<file path="config.mk">
export PLATFORM = sky130hd
export DESIGN_NAME = lane_sram_ctrl
export DESIGN_NICKNAME = d
export VERILOG_FILES = /design/src/rtl/lane_sram_pkg.sv /design/src/rtl/lane_sram_seq.sv /design/src/rtl/lane_sram_addr.sv /design/src/rtl/lane_sram_lanes.sv /design/src/rtl/lane_sram_ctrl.sv
export SDC_FILE = /design/constraint.sdc
export NUM_CORES = 1
export LEC_CHECK = 0
export BUFFER_PORTS_ARGS = -buffer_cell sky130_fd_sc_hd__buf_2
export CAP_MARGIN = 25
export CORE_MARGIN = 2
export CORE_UTILIZATION = 33
export CTS_CLUSTER_SIZE = 28
export DETAILED_ROUTE_END_ITERATION = 16
export PLACE_DENSITY = 0.56
export SYNTH_ARGS = -nofsm -noshare
export SYNTH_HDL_FRONTEND = slang
export SYNTH_SLANG_ARGS = --single-unit
</file>
<file path="constraint.sdc">
create_clock -name clk -period 2.3 [get_ports clk]
set_input_delay 0.345 -clock clk [delete_from_list [all_inputs] [get_ports clk]]
set_output_delay 0.345 -clock clk [all_outputs]
set_load 0.02 [all_outputs]
</file>
<file path="src/rtl/lane_sram_pkg.sv">
`timescale 1ns/1ps
package lane_sram_pkg;

   // Transfer size codes seen on the request port
   typedef enum logic [1:0] {
      XS_BYTE = 2'd0,
      XS_HALF = 2'd1,
      XS_LONG = 2'd2,
      XS_LINE = 2'd3
   } xfer_sz_e;

   // Per-beat sequencer phases
   typedef enum logic [1:0] {
      ST_IDLE   = 2'd0,
      ST_SETUP  = 2'd1,
      ST_STROBE = 2'd2,
      ST_REPLY  = 2'd3
   } seq_state_e;

endpackage

</file>
<file path="src/rtl/lane_sram_seq.sv">
`timescale 1ns/1ps
module lane_sram_seq
   import lane_sram_pkg::*;
#(
   parameter int BEATS = 4,
   localparam int BEAT_W = (BEATS > 1) ? $clog2(BEATS) : 1
)
(
   input  logic              clk,
   input  logic              rst_n,
   input  logic              req,
   input  logic              claim,
   input  logic              is_line,
   output seq_state_e        state_o,
   output logic [BEAT_W-1:0] beat_o,
   output logic              take_o,
   output logic              advance_o
);

   localparam logic [BEAT_W-1:0] LAST_BEAT = BEAT_W'(BEATS - 1);

   if (BEATS < 2 || (1 << BEAT_W) != BEATS) begin : g_bad_beats
      $error("lane_sram_seq: BEATS must be a power of two of at least 2");
   end

   seq_state_e        state_q, state_d;
   logic [BEAT_W-1:0] beat_q, beat_d;

   always_comb begin
      state_d   = state_q;
      beat_d    = beat_q;
      take_o    = 1'b0;
      advance_o = 1'b0;
      unique case (state_q)
         ST_IDLE: begin
            if (req && claim) begin
               state_d = ST_SETUP;
               beat_d  = '0;
               take_o  = 1'b1;
            end
         end
         ST_SETUP:  state_d = ST_STROBE;
         ST_STROBE: state_d = ST_REPLY;
         ST_REPLY: begin
            if (is_line && beat_q != LAST_BEAT) begin
               state_d   = ST_SETUP;
               beat_d    = beat_q + 1'b1;
               advance_o = 1'b1;
            end else begin
               state_d = ST_IDLE;
               beat_d  = '0;
            end
         end
         default: state_d = ST_IDLE;
      endcase
   end

   always_ff @(posedge clk or negedge rst_n) begin
      if (!rst_n) begin
         state_q <= ST_IDLE;
         beat_q  <= '0;
      end else begin
         state_q <= state_d;
         beat_q  <= beat_d;
      end
   end

   assign state_o = state_q;
   assign beat_o  = beat_q;

   // a non-line transfer never leaves beat 0
   p_single_beat_r7: assert property (@(posedge clk) disable iff (!rst_n)
      (state_q != ST_IDLE && !is_line) |-> (beat_q == '0));

   // inside a line, each reply that is not the last leads to the next beat's setup
   p_beat_step_r7: assert property (@(posedge clk) disable iff (!rst_n)
      (state_q == ST_REPLY && is_line && beat_q != LAST_BEAT)
         |=> (state_q == ST_SETUP && beat_q == $past(beat_q) + 1'b1));

endmodule

</file>
<file path="src/rtl/lane_sram_addr.sv">
`timescale 1ns/1ps
module lane_sram_addr #(
   parameter int MAX_AW  = 13,
   parameter int AW_BASE = 6,
   parameter int SZ_W    = 3,
   parameter int BEAT_W  = 2
)
(
   input  logic [MAX_AW-1:0] word_i,
   input  logic [SZ_W-1:0]   size_code_i,
   input  logic              is_line_i,
   input  logic [BEAT_W-1:0] beat_i,
   output logic [MAX_AW-1:0] word_addr_o
);

   if (MAX_AW <= BEAT_W) begin : g_bad_width
      $error("lane_sram_addr: MAX_AW must exceed BEAT_W");
   end

   logic [MAX_AW-1:0] keep;
   logic [MAX_AW-1:0] seq_word;

   // Bit b survives when it lies below the width that the size code selects
   for (genvar b = 0; b < MAX_AW; b++) begin : g_keep
      assign keep[b] = (size_code_i != '0) && (b < AW_BASE + int'(size_code_i));
   end

   // Line beats stay inside their aligned line: the low bits follow the beat counter
   assign seq_word    = is_line_i ? {word_i[MAX_AW-1:BEAT_W], beat_i} : word_i;
   assign word_addr_o = seq_word & keep;

endmodule

</file>
<file path="src/rtl/lane_sram_lanes.sv">
`timescale 1ns/1ps
module lane_sram_lanes
   import lane_sram_pkg::*;
#(
   parameter int LANES  = 4,
   parameter int LANE_W = 8,
   localparam int DATA_W     = LANES * LANE_W,
   localparam int OFF_W      = $clog2(LANES),
   localparam int HALF_LANES = LANES / 2
)
(
   input  xfer_sz_e          sz_i,
   input  logic              we_i,
   input  logic [OFF_W-1:0]  off_i,
   input  logic [DATA_W-1:0] wdata_i,
   input  logic [DATA_W-1:0] dout_i,
   output logic [LANES-1:0]  lane_en_o,
   output logic [DATA_W-1:0] din_o,
   output logic [DATA_W-1:0] rdata_o
);

   if (LANES < 2 || (1 << OFF_W) != LANES) begin : g_bad_lanes
      $error("lane_sram_lanes: LANES must be a power of two of at least 2");
   end

   logic [LANE_W-1:0] lane_rd [LANES];

   // Lane g is the g-th byte counting from the most significant end
   for (genvar g = 0; g < LANES; g++) begin : g_lane
      localparam int               HI     = DATA_W - 1 - g * LANE_W;
      localparam int               H_POS  = g % HALF_LANES;
      localparam int               H_LO   = (HALF_LANES - 1 - H_POS) * LANE_W;
      localparam logic [OFF_W-1:0] G_OFF  = OFF_W'(g);
      localparam logic             G_HALF = 1'(g / HALF_LANES);

      assign lane_en_o[g] = !we_i ||
                            ((sz_i == XS_BYTE) ? (off_i == G_OFF) :
                             (sz_i == XS_HALF) ? (off_i[OFF_W-1] == G_HALF) : 1'b1);

      assign din_o[HI -: LANE_W] = (sz_i == XS_BYTE) ? wdata_i[LANE_W-1:0] :
                                   (sz_i == XS_HALF) ? wdata_i[H_LO +: LANE_W] :
                                                       wdata_i[HI -: LANE_W];

      assign lane_rd[g] = dout_i[HI -: LANE_W];
   end

   // Narrow reads are moved down to the least significant bits and zero-extended
   always_comb begin
      rdata_o = '0;
      unique case (sz_i)
         XS_BYTE: rdata_o[LANE_W-1:0] = lane_rd[off_i];
         XS_HALF: begin
            for (int k = 0; k < HALF_LANES; k++) begin
               rdata_o[(HALF_LANES - 1 - k) * LANE_W +: LANE_W] =
                  lane_rd[int'(off_i[OFF_W-1]) * HALF_LANES + k];
            end
         end
         default: rdata_o = dout_i;
      endcase
   end

endmodule

</file>
<file path="src/rtl/lane_sram_ctrl.sv">
`timescale 1ns/1ps
module lane_sram_ctrl
   import lane_sram_pkg::*;
#(
   parameter int LANES     = 4,
   parameter int LANE_W    = 8,
   parameter int LINE_BITS = 128,
   parameter int MAX_AW    = 13,
   parameter int AW_BASE   = 6,
   parameter int SZ_W      = 3,
   localparam int DATA_W = LANES * LANE_W,
   localparam int OFF_W  = $clog2(LANES),
   localparam int BEATS  = LINE_BITS / DATA_W,
   localparam int BEAT_W = (BEATS > 1) ? $clog2(BEATS) : 1,
   localparam int ADDR_W = OFF_W + MAX_AW
)
(
   input  logic              clk,
   input  logic              rst_n,
   input  logic              en,
   input  logic [SZ_W-1:0]   size_code,
   input  logic              req,
   input  logic              we,
   input  logic [1:0]        xfer_sz,
   input  logic [ADDR_W-1:0] addr,
   input  logic [DATA_W-1:0] wdata,
   output logic              ack,
   output logic [DATA_W-1:0] rdata,
   output logic              sram_cs_n,
   output logic              sram_we,
   output logic [MAX_AW-1:0] sram_addr,
   output logic [DATA_W-1:0] sram_din,
   input  logic [DATA_W-1:0] sram_dout,
   output logic [LANES-1:0]  sram_stb
);

   if (LINE_BITS % DATA_W != 0) begin : g_bad_line
      $error("lane_sram_ctrl: LINE_BITS must be a multiple of the data width");
   end
   if (MAX_AW != AW_BASE + (1 << SZ_W) - 1) begin : g_bad_aw
      $error("lane_sram_ctrl: MAX_AW must match the widest size code");
   end

   // Request captured at acceptance
   logic              we_q;
   xfer_sz_e          sz_q;
   logic [ADDR_W-1:0] addr_q;
   logic [DATA_W-1:0] wd_q;
   logic [DATA_W-1:0] rdata_q;

   seq_state_e        state;
   logic [BEAT_W-1:0] beat;
   logic              take, advance, claim, is_line;
   logic [LANES-1:0]  lane_en;
   logic [DATA_W-1:0] steered;

   assign claim   = en && (size_code != '0);
   assign is_line = (sz_q == XS_LINE);

   lane_sram_seq #(.BEATS(BEATS)) u_seq (
      .clk       (clk),
      .rst_n     (rst_n),
      .req       (req),
      .claim     (claim),
      .is_line   (is_line),
      .state_o   (state),
      .beat_o    (beat),
      .take_o    (take),
      .advance_o (advance)
   );

   lane_sram_addr #(
      .MAX_AW  (MAX_AW),
      .AW_BASE (AW_BASE),
      .SZ_W    (SZ_W),
      .BEAT_W  (BEAT_W)
   ) u_addr (
      .word_i      (addr_q[ADDR_W-1:OFF_W]),
      .size_code_i (size_code),
      .is_line_i   (is_line),
      .beat_i      (beat),
      .word_addr_o (sram_addr)
   );

   lane_sram_lanes #(.LANES(LANES), .LANE_W(LANE_W)) u_lanes (
      .sz_i      (sz_q),
      .we_i      (we_q),
      .off_i     (addr_q[OFF_W-1:0]),
      .wdata_i   (wd_q),
      .dout_i    (sram_dout),
      .lane_en_o (lane_en),
      .din_o     (sram_din),
      .rdata_o   (steered)
   );

   always_ff @(posedge clk or negedge rst_n) begin
      if (!rst_n) begin
         we_q    <= 1'b0;
         sz_q    <= XS_LONG;
         addr_q  <= '0;
         wd_q    <= '0;
         rdata_q <= '0;
      end else begin
         if (take) begin
            we_q   <= we;
            sz_q   <= xfer_sz_e'(xfer_sz);
            addr_q <= addr;
         end
         if (take || advance) begin
            wd_q <= wdata;
         end
         if (state == ST_STROBE) begin
            rdata_q <= steered;
         end
      end
   end

   assign sram_cs_n = (state == ST_IDLE);
   assign sram_we   = we_q && (state != ST_IDLE);
   assign sram_stb  = (state == ST_STROBE) ? lane_en : '0;
   assign ack       = (state == ST_REPLY);
   assign rdata     = rdata_q;

   // an unclaimable request leaves the banks deselected
   p_absent_stays_idle_r1: assert property (@(posedge clk) disable iff (!rst_n)
      (sram_cs_n && !claim) |=> sram_cs_n);

   // no address bit above the selected width is ever driven
   p_addr_in_range_r2: assert property (@(posedge clk) disable iff (!rst_n)
      (!sram_cs_n) |-> ((sram_addr >> (AW_BASE + int'(size_code))) == '0));

   // strobes only with chip select, for one cycle, and ack right after
   p_stb_needs_cs_r3: assert property (@(posedge clk) disable iff (!rst_n)
      (|sram_stb) |-> !sram_cs_n);
   p_stb_one_cycle_r3: assert property (@(posedge clk) disable iff (!rst_n)
      (|sram_stb) |=> (sram_stb == '0));
   p_ack_after_stb_r3: assert property (@(posedge clk) disable iff (!rst_n)
      ack |-> $past(|sram_stb));

   // a byte write touches exactly one bank
   p_byte_one_lane_r4: assert property (@(posedge clk) disable iff (!rst_n)
      ((|sram_stb) && sram_we && sz_q == XS_BYTE) |-> $onehot(sram_stb));

   // reads strobe every bank
   p_read_all_lanes_r6: assert property (@(posedge clk) disable iff (!rst_n)
      ((|sram_stb) && !sram_we) |-> (&sram_stb));

endmodule

</file>
==> metrics.cfg, run 1 <==
[yosys]
netlist_area_sq_um = 4480
avgSynthCellArea_sq_um = 11.3
yosysWarnings = 0
seq_area_frac_synth = 0.481
yosys-top-cells-area = dfrtp_1, mux2_2, mux2i_1
synth_largest_area_cell = dfrtp_1
synth_cell_type_count = 41
syn_inst = 395
synth-seq-cells = 86
syn_nets = 493
synth_top_area_frac = 0.475

[job]
maxCapViolations = 0

[power_and_ir_drop]
power_mw = 8.99
power.switching_mw = 3.69
peakVddDrop_uv = 807
seq_power_share = 0.304
p_clk_frac = 0.191
p_sw_frac = 0.410
leakage_nw = 2.92
powerDensity_nw_per_um2 = 1540
power.internal_mw = 5.31
pwr-share-comb = 0.504

[global_route]
grt_max_degree = 46
use_met1 = 0.221
grt_pass1_vias = 3719
grt_usage = 0.166
use_met2 = 0.262
grt_pass1_wl_um = 19000
grt.met3_usage = 0.0439
antenna_found_initial = 0
grt.busiest_layer = met2
overflow = 0

[drt]
dr.pass1.iters = 4
drc = 0
routed_via_density = 4.86
wl_um = 11900
wire_per_inst_um = 16.1
vias = 3589
ant_nets = 0
dr.first_iter.drc_count = 215

[clock_network]
numClockSinks = 86
cts_resized = 0
clock_tree.htree_level_count = 3
path_clk_slew_ns = 0.06
numCtsBuffers = 9
root_buffer = clkbuf_16
tritoncts = built
clk_latency_ns = 0.34
cts_buffer_depth = 2

[min_path]
worstHoldPathType = in -> reg
hold_path_startpoint = wdata[1]

[cells_and_area]
layout-drive-gt1-share = 0.477
n_fill_cell = 1305
area_growth_pct = 30.4
layout.nets = 655
post-route-util = 0.441
diodes = 0
finalNonFillerCells = 738

[placement]
dp_cells = 721
routabilityCongestion = 0.824
io_buffers = 172
hpwl_um = 8790

[timing]
fin_crit_ns = 2.18
hold_violations = 0
setup_violations = 0
whs_ns = 0.212
rsz0062_at_grt = false
relSlewSlack = 0.561
setup_tns_ns = 0
worst_pin_slew_ns = 0.659
max_clock_freq_ghz = 0.459
fin_crit_sh = 0.947
fin_skew_ns = 0.00575
drv_slew = 0

[worst_setup_path]
worst-path-max-fanout = 11
cp-end-kind = output pin
crit_end = sram_din[11]
crit_required_ns = 1.96
rr_worst_depth = 4
worstPathArrival_ns = 1.83
r2r_start = u_seq.state_o[0]
rrSetupSlack_ns = 0.46
rr_endpoint = rdata[8]
crit_type = reg -> out
startpoint = sz_q[0]
critical_path.startpoint_type = flip-flop

[die]
coreArea_sq_um = 13200
num_rows = 42
initial_core_util = 0.338
boundaryPins = 173
dieArea_sq_um = 14500
die_h_um = 120
die_w_um = 120

[run_status]
status = finished clean

-- timing repair --
action	4_1_cts	5_1_grt
setup buffers	0	0
hold buffers	1	0
endpoints found under the hold margin	19	0
-- layout make-up --
class	count	area [sq um]	area share
clock buffer	13	260	0.0446
clock inverter	3	90.1	0.0154
inverter	32	120	0.0206
multi-input combinational	244	2010	0.345
sequential	86	2150	0.369
tap	176	220	0.0377
timing repair buffer	184	981	0.168
-- layout by cell type, fill, tap and decap left out, types with 2 or more instances in the layout --
| cell | n |
|---|---|
| a21boi_0 | 2 |
| a21oi_1 | 5 |
| a221o_1 | 16 |
| and2_1 | 4 |
| and3_1 | 3 |
| buf_12 | 2 |
| buf_2 | 171 |
| buf_4 | 10 |
| bufinv_16 | 3 |
| clkbuf_1 | 2 |
| clkbuf_16 | 9 |
| clkbuf_8 | 2 |
| dfrtp_1 | 85 |
| ha_1 | 8 |
| inv_1 | 32 |
| mux2_1 | 4 |
| mux2_2 | 63 |
| mux2i_1 | 19 |
| nand2_1 | 17 |
| nand2b_1 | 2 |
| nand3_1 | 17 |
| nor2_1 | 4 |
| nor2_2 | 2 |
| nor2b_1 | 20 |
| o211a_1 | 3 |
| o21ai_0 | 30 |
| o311ai_0 | 2 |
| o32ai_1 | 8 |
-- flip-flops by register name, summed over array words and instances (netlist names) --
signal / flops
wd_q: 32
u_seq.beat_o: 2
u_seq.state_o: 2
addr_q: 15
sz_q: 2
we_q: 1
rdata: 32
-- cells by family (layout without fill, tap and decap cells) --
group,count (synthesis),after routing,synth area share
AOI/OAI and AO/OA,73,73,0.122
adders and majority gates,9,9,0.0252
buffers and inverters,65,232,0.0702
DFF,86,86,0.481
muxes,86,86,0.211
and+or+nand+nor,76,76,0.0911
-- worst min path at each step --
stage	cells past startpoint	to	slack, ns
final	2	wd_q[1]	0.21
after global routing	2	wd_q[31]	0.21
after CTS	2	wd_q[1]	0.20
after detailed placement	1	rdata[28]	0.26
after global placement	1	rdata[28]	0.25
after floorplan	0	addr_q[0]	0.05
-- Yosys cell counts, drive strengths merged --
cell type,count
dfrtp,85
mux2,67
inv,32
o21ai,30
buf,23
nor2b,20
mux2i,19
nand2,18
nand3,17
a221o,16
clkbuf,10
ha,9
o32ai,8
a21oi,6
nor2,6
and2,4
a21boi,3
and3,3
o211a,3
nand2b,2
o311ai,2
a21o,1
a2bb2oi,1
a311oi,1
a31oi,1
and4b,1
dfstp,1
nor3,1
nor3b,1
nor4b,1
o311a,1
or2,1
or3,1
-- power by group through the flow --
stage          sequential [mW]  clock, mW  combinational, mW
4_1_cts                   2.74       1.77               4.59
5_1_grt                   2.85       1.85               4.93
2_1_floorplan             2.81          0               3.15
3_3_place_gp              2.73          0               4.52
6_report                  2.74       1.72               4.53
3_5_place_dp              2.76          0               4.58
-- per-stage QoR --
step / setup WS, ns / area [sq um]
6_report: 0.123 / 5840
3_3_place_gp: 0.378 / 5480
5_1_grt: 0.000134 / 5840
2_1_floorplan: 0.200 / 4480
3_5_place_dp: 0.287 / 5480
4_1_cts: 0.0623 / 5840
-- worst max-delay path: stages (launching register included) --
cell     delay, ns
dfrtp_1       0.51
nor2_2        0.29
buf_4         0.21
mux2_2        0.33
buf_2         0.16
-- metal layers --
| metal | wire, um | vias to the layer above |
|---|---|---|
| li1 | - | 1714 |
| met1 | 5380 | 1732 |
| met2 | 5480 | 130 |
| met3 | 825 | 13 |
| met4 | 201 | 0 |
| met5 | 0 | - |
Power figures use the tool's default switching activity.
==> run 2, diff against run 1 <==
CTS_BUF_LIST = sky130_fd_sc_hd__clkbuf_2 sky130_fd_sc_hd__clkbuf_4 sky130_fd_sc_hd__clkbuf_8   (was not set)
==> run 2 against run 1 <==
Effect of this change:
- power fell by 4.0%
- combinational power about the same
- worst hold slack worse by 0.028 ns
- maximum frequency decreased by 0.96%
- clock-buffer cell count is the same
- cell count did not move
- core utilization is 0.66 points lower
- sequential power hardly changed
- non-clock buffer count unchanged
- critical endpoint is now sram_din[20]
- largest cell class unchanged
- largest power group unchanged
==> metrics.cfg, run 2 (same netlist as run 1, synthesis figures left out) <==
[run_status]
status = finished clean  ; unchanged

[clock_network]
numClockSinks = 86  ; unchanged
clock_tree.htree_level_count = 3  ; unchanged
numCtsBuffers = 9  ; unchanged
clk_latency_ns = 0.37  ; was 0.34 ns
tritoncts = built  ; unchanged
path_clk_slew_ns = 0.08  ; was 0.06 ns
root_buffer = clkbuf_8  ; was clkbuf_16
cts_buffer_depth = 2  ; unchanged

[cells_and_area]
fin_area_sq_um = 5750  ; was 5840 sq um
finalNonFillerCells = 738  ; unchanged
n_fill_cell = 1308  ; was 1305
layout-drive-gt1-share = 0.482  ; was 0.477
final_cell_mix = buf_2, dfrtp_1, mux2_2, inv_1, o21ai_0  ; unchanged
multi_input_area_sq_um = 2020  ; was 2010 sq um
layout.nets = 655  ; unchanged
layout_commonest_cell = buf_2  ; unchanged
area_growth_pct = 28.4  ; was 30.4%
diodes = 0  ; unchanged
ff_latch_area_sq_um = 2150  ; about the same

[power_and_ir_drop]
power_mw = 8.63  ; was 8.99 mW
powerDensity_nw_per_um2 = 1500  ; was 1540 nW/um^2
leakage_nw = 2.88  ; was 2.92 nW
peakVddDrop_uv = 790  ; was 807 uV

[worst_setup_path]
crit_required_ns = 1.96  ; about the same
crit_family = flip-flops  ; unchanged
cp-end-kind = output pin  ; unchanged
worst-path-stages = 3  ; was 4
critical_path.startpoint_type = flip-flop  ; unchanged
critPathMaxStageDelay_ns = 0.61  ; was 0.51 ns
cp_num_buf_inv = 2  ; unchanged
rr_worst_depth = 4  ; unchanged
worstPathArrival_ns = 1.85  ; was 1.83 ns
crit_type = reg -> out  ; unchanged
worst-path-max-fanout = 25  ; was 11
crit_path_cell_trace = buf_4 > mux2_2 > buf_2  ; was nor2_2 > buf_4 > mux2_2 > buf_2
cpMaxStageDelayCell = dfstp_2  ; was dfrtp_1

[global_route]
overflow = 0  ; unchanged
grt_usage = 0.166  ; about the same
antenna_found_initial = 0  ; unchanged
grt_pass1_vias = 3733  ; was 3719
grt_pass1_wl_um = 19000  ; about the same
grt_max_degree = 46  ; unchanged

[timing]
setup_violations = 0  ; unchanged
worst_pin_slew_ns = 0.622  ; was 0.659 ns
hold_violations = 0  ; unchanged
max_clock_freq_ghz = 0.455  ; was 0.459 GHz
setup_tns_ns = 0  ; unchanged
fin_skew_ns = 0.00933  ; was 0.00575 ns
relSlewSlack = 0.585  ; was 0.561
fin_crit_sh = 0.956  ; was 0.947
rsz0062_at_grt = false  ; unchanged
fin_crit_ns = 2.20  ; was 2.18 ns
drv_slew = 0  ; unchanged

[drt]
dr.pass1.iters = 4  ; unchanged
vias = 3584  ; was 3589
drc = 0  ; unchanged
dr.first_iter.drc_count = 221  ; was 215
wl_um = 11900  ; about the same
ant_nets = 0  ; unchanged
routed_via_density = 4.86  ; about the same
wire_per_inst_um = 16.1  ; about the same

[placement]
hpwl_um = 8790  ; unchanged
dp_cells = 721  ; unchanged
io_buffers = 172  ; unchanged
post_dp_cell_area_sq_um = 5480  ; unchanged
routabilityCongestion = 0.824  ; unchanged

[die]
num_rows = 42  ; unchanged
dieArea_sq_um = 14500  ; unchanged
die_w_um = 120  ; unchanged
initial_core_util = 0.338  ; unchanged
boundaryPins = 173  ; unchanged
coreArea_sq_um = 13200  ; unchanged
die_h_um = 120  ; unchanged

[job]
maxCapViolations = 0  ; unchanged

[min_path]
min_path_cells = 2  ; unchanged
worstHoldPathType = in -> reg  ; unchanged

run 2: cell counts in the layout (fill, tap and decap cells not counted):
No cell type changed its count.
run 2: cell type report:
| cell class | count | share of cell area |
|---|---|---|
| well taps | 176 | 0.0383 |
| flip-flops and latches | 86 | 0.375 |
| repair buffers | 184 | 0.171 |
| multi-input cells | 244 | 0.351 |
| clock inverters | 3 | 0.0157 |
| inverters | 32 | 0.0209 |
| clock buffers | 13 | 0.0289 |
run 2: path summary, 6_finish.rpt:
check | from | end | slack, ns
worst min-delay path | wdata[1] | wd_q[1] | 0.18
worst min register to register | wd_q[21] | wd_q[21] | 0.51
worst max register to register | u_seq.state_o[0] | rdata[8] | 0.44
max in group asynchronous | rst_n | wd_q[29] | 1.29
min in group asynchronous | rst_n | rdata[11] | 0.40
worst max-delay path | sz_q[1] | sram_din[20] | 0.10
run 2: metrics by stage:
step           worst slack [ns]  utilization  hold WS, ns
2_1_floorplan             0.200            -       0.0494
3_3_place_gp              0.378        0.414        0.253
3_5_place_dp              0.287        0.414        0.256
4_1_cts                  0.0217        0.434        0.163
5_1_grt                 0.00633        0.434        0.171
6_report                  0.102        0.434        0.184
run 2: worst reg2reg max path, cell delays in order, from the launching register on:
cell and delay, ns:
dfrtp_1 0.41, inv_1 0.09, ha_2 0.45, nor2b_1 0.58
a221o_1 0.25
run 2: timing repair:
action	CTS	global route
hold buffers	1	0
resized for setup	0	2
setup buffers	0	0
hold endpoints to repair	19	0
setup endpoints to repair	0	6
run 2: report_power, final:
group / internal, mW / total [mW] / switching, mW
combinational: 1.96 / 4.54 / 2.57
sequential: 2.22 / 2.74 / 0.520
clock: 0.806 / 1.36 / 0.550
total: 4.99 / 8.63 / 3.64
run 2: metal layers:
| metal | vias up | GRT usage | routed length, um |
|---|---|---|---|
| li1 | 1711 | - | - |
| met1 | 1731 | 0.220 | 5400 |
| met2 | 127 | 0.263 | 5490 |
| met3 | 15 | 0.0425 | 806 |
| met4 | 0 | 0.0589 | 204 |
| met5 | - | 0 | 0 |
==> run 3, diff against run 2 <==
BUFFER_PORTS_ARGS = not set   (was -buffer_cell sky130_fd_sc_hd__buf_2)
DONT_BUFFER_PORTS = 1   (was not set)
PLACE_DENSITY = 0.45   (was 0.56)
==> run 3 against run 2 <==
Effect of this change:
- the flow now finishes with violations (negative hold slack)
- combinational power shrank 23%
- sequential share of layout area grew 6.6 points
- design area shrank 15%
- clock skew shrank 0.0042 ns
- largest cell class unchanged
- clock power shrank 28%
- largest power group unchanged
- critical path depth shrank 1
- routed wire length shrank 7.2%
==> metrics.cfg, run 3 (same netlist as run 1, synthesis figures left out) <==
[clock_network]
postCtsSetupBuffers = 0  ; unchanged
root_buffer = clkbuf_8  ; unchanged
clock_tree.htree_level_count = 3  ; unchanged
numClockSinks = 86  ; unchanged
path_clk_slew_ns = 0.08  ; about the same
clk_latency_ns = 0.36  ; was 0.37 ns
numCtsBuffers = 9  ; unchanged
cts_buffer_depth = 2  ; unchanged
tritoncts = built  ; unchanged

[timing]
worst_slack_ns = 0.146  ; was 0.102 ns
setup_tns_ns = 0  ; unchanged
whs_ns = -0.328  ; was 0.184 ns
relSlewSlack = 0.547  ; was 0.585
hold_violations = 86  ; was 0
max_clock_freq_ghz = 0.464  ; was 0.455 GHz
setup_violations = 0  ; unchanged
fin_skew_ns = 0.00510  ; was 0.00933 ns
worst_pin_slew_ns = 0.680  ; was 0.622 ns
fin_crit_sh = 0.936  ; was 0.956
drv_slew = 0  ; unchanged
rsz0062_at_grt = false  ; unchanged
fin_crit_ns = 2.15  ; was 2.20 ns

[worst_setup_path]
rr_endpoint = wd_q[25]  ; was rdata[8]
cp_num_buf_inv = 1  ; was 2
worst-path-max-fanout = 17  ; was 25
critical_path.startpoint_type = flip-flop  ; unchanged
crit_required_ns = 1.96  ; about the same
crit_family = flip-flops  ; unchanged
r2r_start = u_seq.state_o[0]  ; unchanged
crit_type = reg -> out  ; unchanged
crit_path_cell_trace = buf_4 > mux2_2  ; was buf_4 > mux2_2 > buf_2
rr_worst_depth = 5  ; was 4
critPathMaxStageDelay_ns = 0.76  ; was 0.61 ns
cp-end-kind = output pin  ; unchanged
cpMaxStageDelayCell = dfstp_4  ; was dfstp_2
worstPathArrival_ns = 1.81  ; was 1.85 ns
rrSetupSlack_ns = 0.44  ; about the same

[drt]
drc = 0  ; unchanged
dr.pass1.iters = 4  ; unchanged
vias = 2991  ; was 3584
dr.first_iter.drc_count = 111  ; was 221
wire_per_inst_um = 19.0  ; was 16.1 um
wl_um = 11000  ; was 11900 um
routed_via_density = 5.15  ; was 4.86
ant_nets = 0  ; unchanged

[global_route]
grt_pass1_wl_um = 17500  ; was 19000 um
overflow = 0  ; unchanged
grt_usage = 0.155  ; was 0.166
grt_max_degree = 87  ; was 46
antenna_found_initial = 1  ; was 0
grt_pass1_vias = 3232  ; was 3733

[die]
coreArea_sq_um = 13200  ; unchanged
die_h_um = 120  ; unchanged
die_w_um = 120  ; unchanged
num_rows = 42  ; unchanged
initial_core_util = 0.338  ; unchanged
boundaryPins = 173  ; unchanged
dieArea_sq_um = 14500  ; unchanged

[placement]
dp_slack_ns = 0.338  ; was 0.287 ns
io_buffers = 0  ; was 172
dp_cells = 564  ; was 721
routabilityCongestion = 0.791  ; was 0.824
hpwl_um = 7880  ; was 8790 um
post_dp_cell_area_sq_um = 4710  ; was 5480 sq um

[cells_and_area]
final_cell_mix = dfrtp_1, mux2_2, inv_1, o21ai_0, buf_4  ; was buf_2, dfrtp_1, mux2_2, inv_1, o21ai_0
ff_latch_area_sq_um = 2160  ; was 2150 sq um
layout-drive-gt1-share = 0.282  ; was 0.482
finalNonFillerCells = 581  ; was 738
multi_input_area_sq_um = 2010  ; was 2020 sq um
area_growth_pct = 9.36  ; was 28.4%
layout_commonest_cell = dfrtp_1  ; was buf_2
layout.nets = 497  ; was 655
n_fill_cell = 1386  ; was 1308
fin_area_sq_um = 4900  ; was 5750 sq um

[min_path]
worstHoldPathType = in -> async  ; was in -> reg

[run_status]
status = complete, but fails checks  ; was finished clean
violations = negative hold slack

[power_and_ir_drop]
powerDensity_nw_per_um2 = 1570  ; was 1500 nW/um^2
power_mw = 7.71  ; was 8.63 mW
peakVddDrop_uv = 626  ; was 790 uV
leakage_nw = 2.18  ; was 2.88 nW

[job]
maxCapViolations = 0  ; unchanged

==> run 3: routing by layer <==
metal | global-route usage | wire (um) | vias up
li1 | - | - | 1401
met4 | 0.0610 | 197 | 0
met5 | 0 | 0 | -
met1 | 0.187 | 4650 | 1458
met3 | 0.0656 | 1160 | 12
met2 | 0.246 | 5030 | 120
==> run 3: how the worst max path moves through the flow <==
| stage | from | endpoint | slack (ns) | depth (start not counted) |
|---|---|---|---|---|
| 6_report | sz_q[1] | sram_din[21] | 0.15 | 2 |
| 5_1_grt | addr_q[1] | sram_stb[3] | 0.02 | 3 |
| 4_1_cts | sz_q[1] | sram_din[21] | 0.09 | 2 |
| 3_5_place_dp | sz_q[1] | rdata[5] | 0.34 | 4 |
| 3_3_place_gp | sz_q[1] | rdata[0] | 0.37 | 4 |
| 2_1_floorplan | u_seq.state_o[0] | sram_stb[3] | 0.20 | 6 |
==> run 3: power breakdown <==
part           total, mW  switching, mW  leakage [nW]  internal, mW
registers           3.21          0.987          1.06          2.22
logic               3.51           1.89          1.03          1.62
clock network      0.986          0.544        0.0930         0.442
total               7.71           3.42          2.18          4.28
==> run 3: final cells by class <==
type                    count  area share
clock inverters             4     0.00460
well taps                 176      0.0450
clock buffers              12      0.0312
flip-flops and latches     86       0.441
multi-input cells         244       0.411
inverters                  32      0.0245
repair buffers             26      0.0424
diodes                      1    0.000511
==> run 3: repair_timing <==
action / CTS / global route
hold endpoints to repair: 86 / 86
resized for setup: 2 / 0
endpoints found under the setup margin: 4 / 0
==> run 3: through the flow <==
| step | hold slack [ns] | utilization |
|---|---|---|
| floorplan | 0.0494 | - |
| global placement | 0.0521 | 0.356 |
| detailed placement | 0.0521 | 0.356 |
| CTS | -0.361 | 0.370 |
| global route | -0.365 | 0.370 |
| finish | -0.328 | 0.370 |
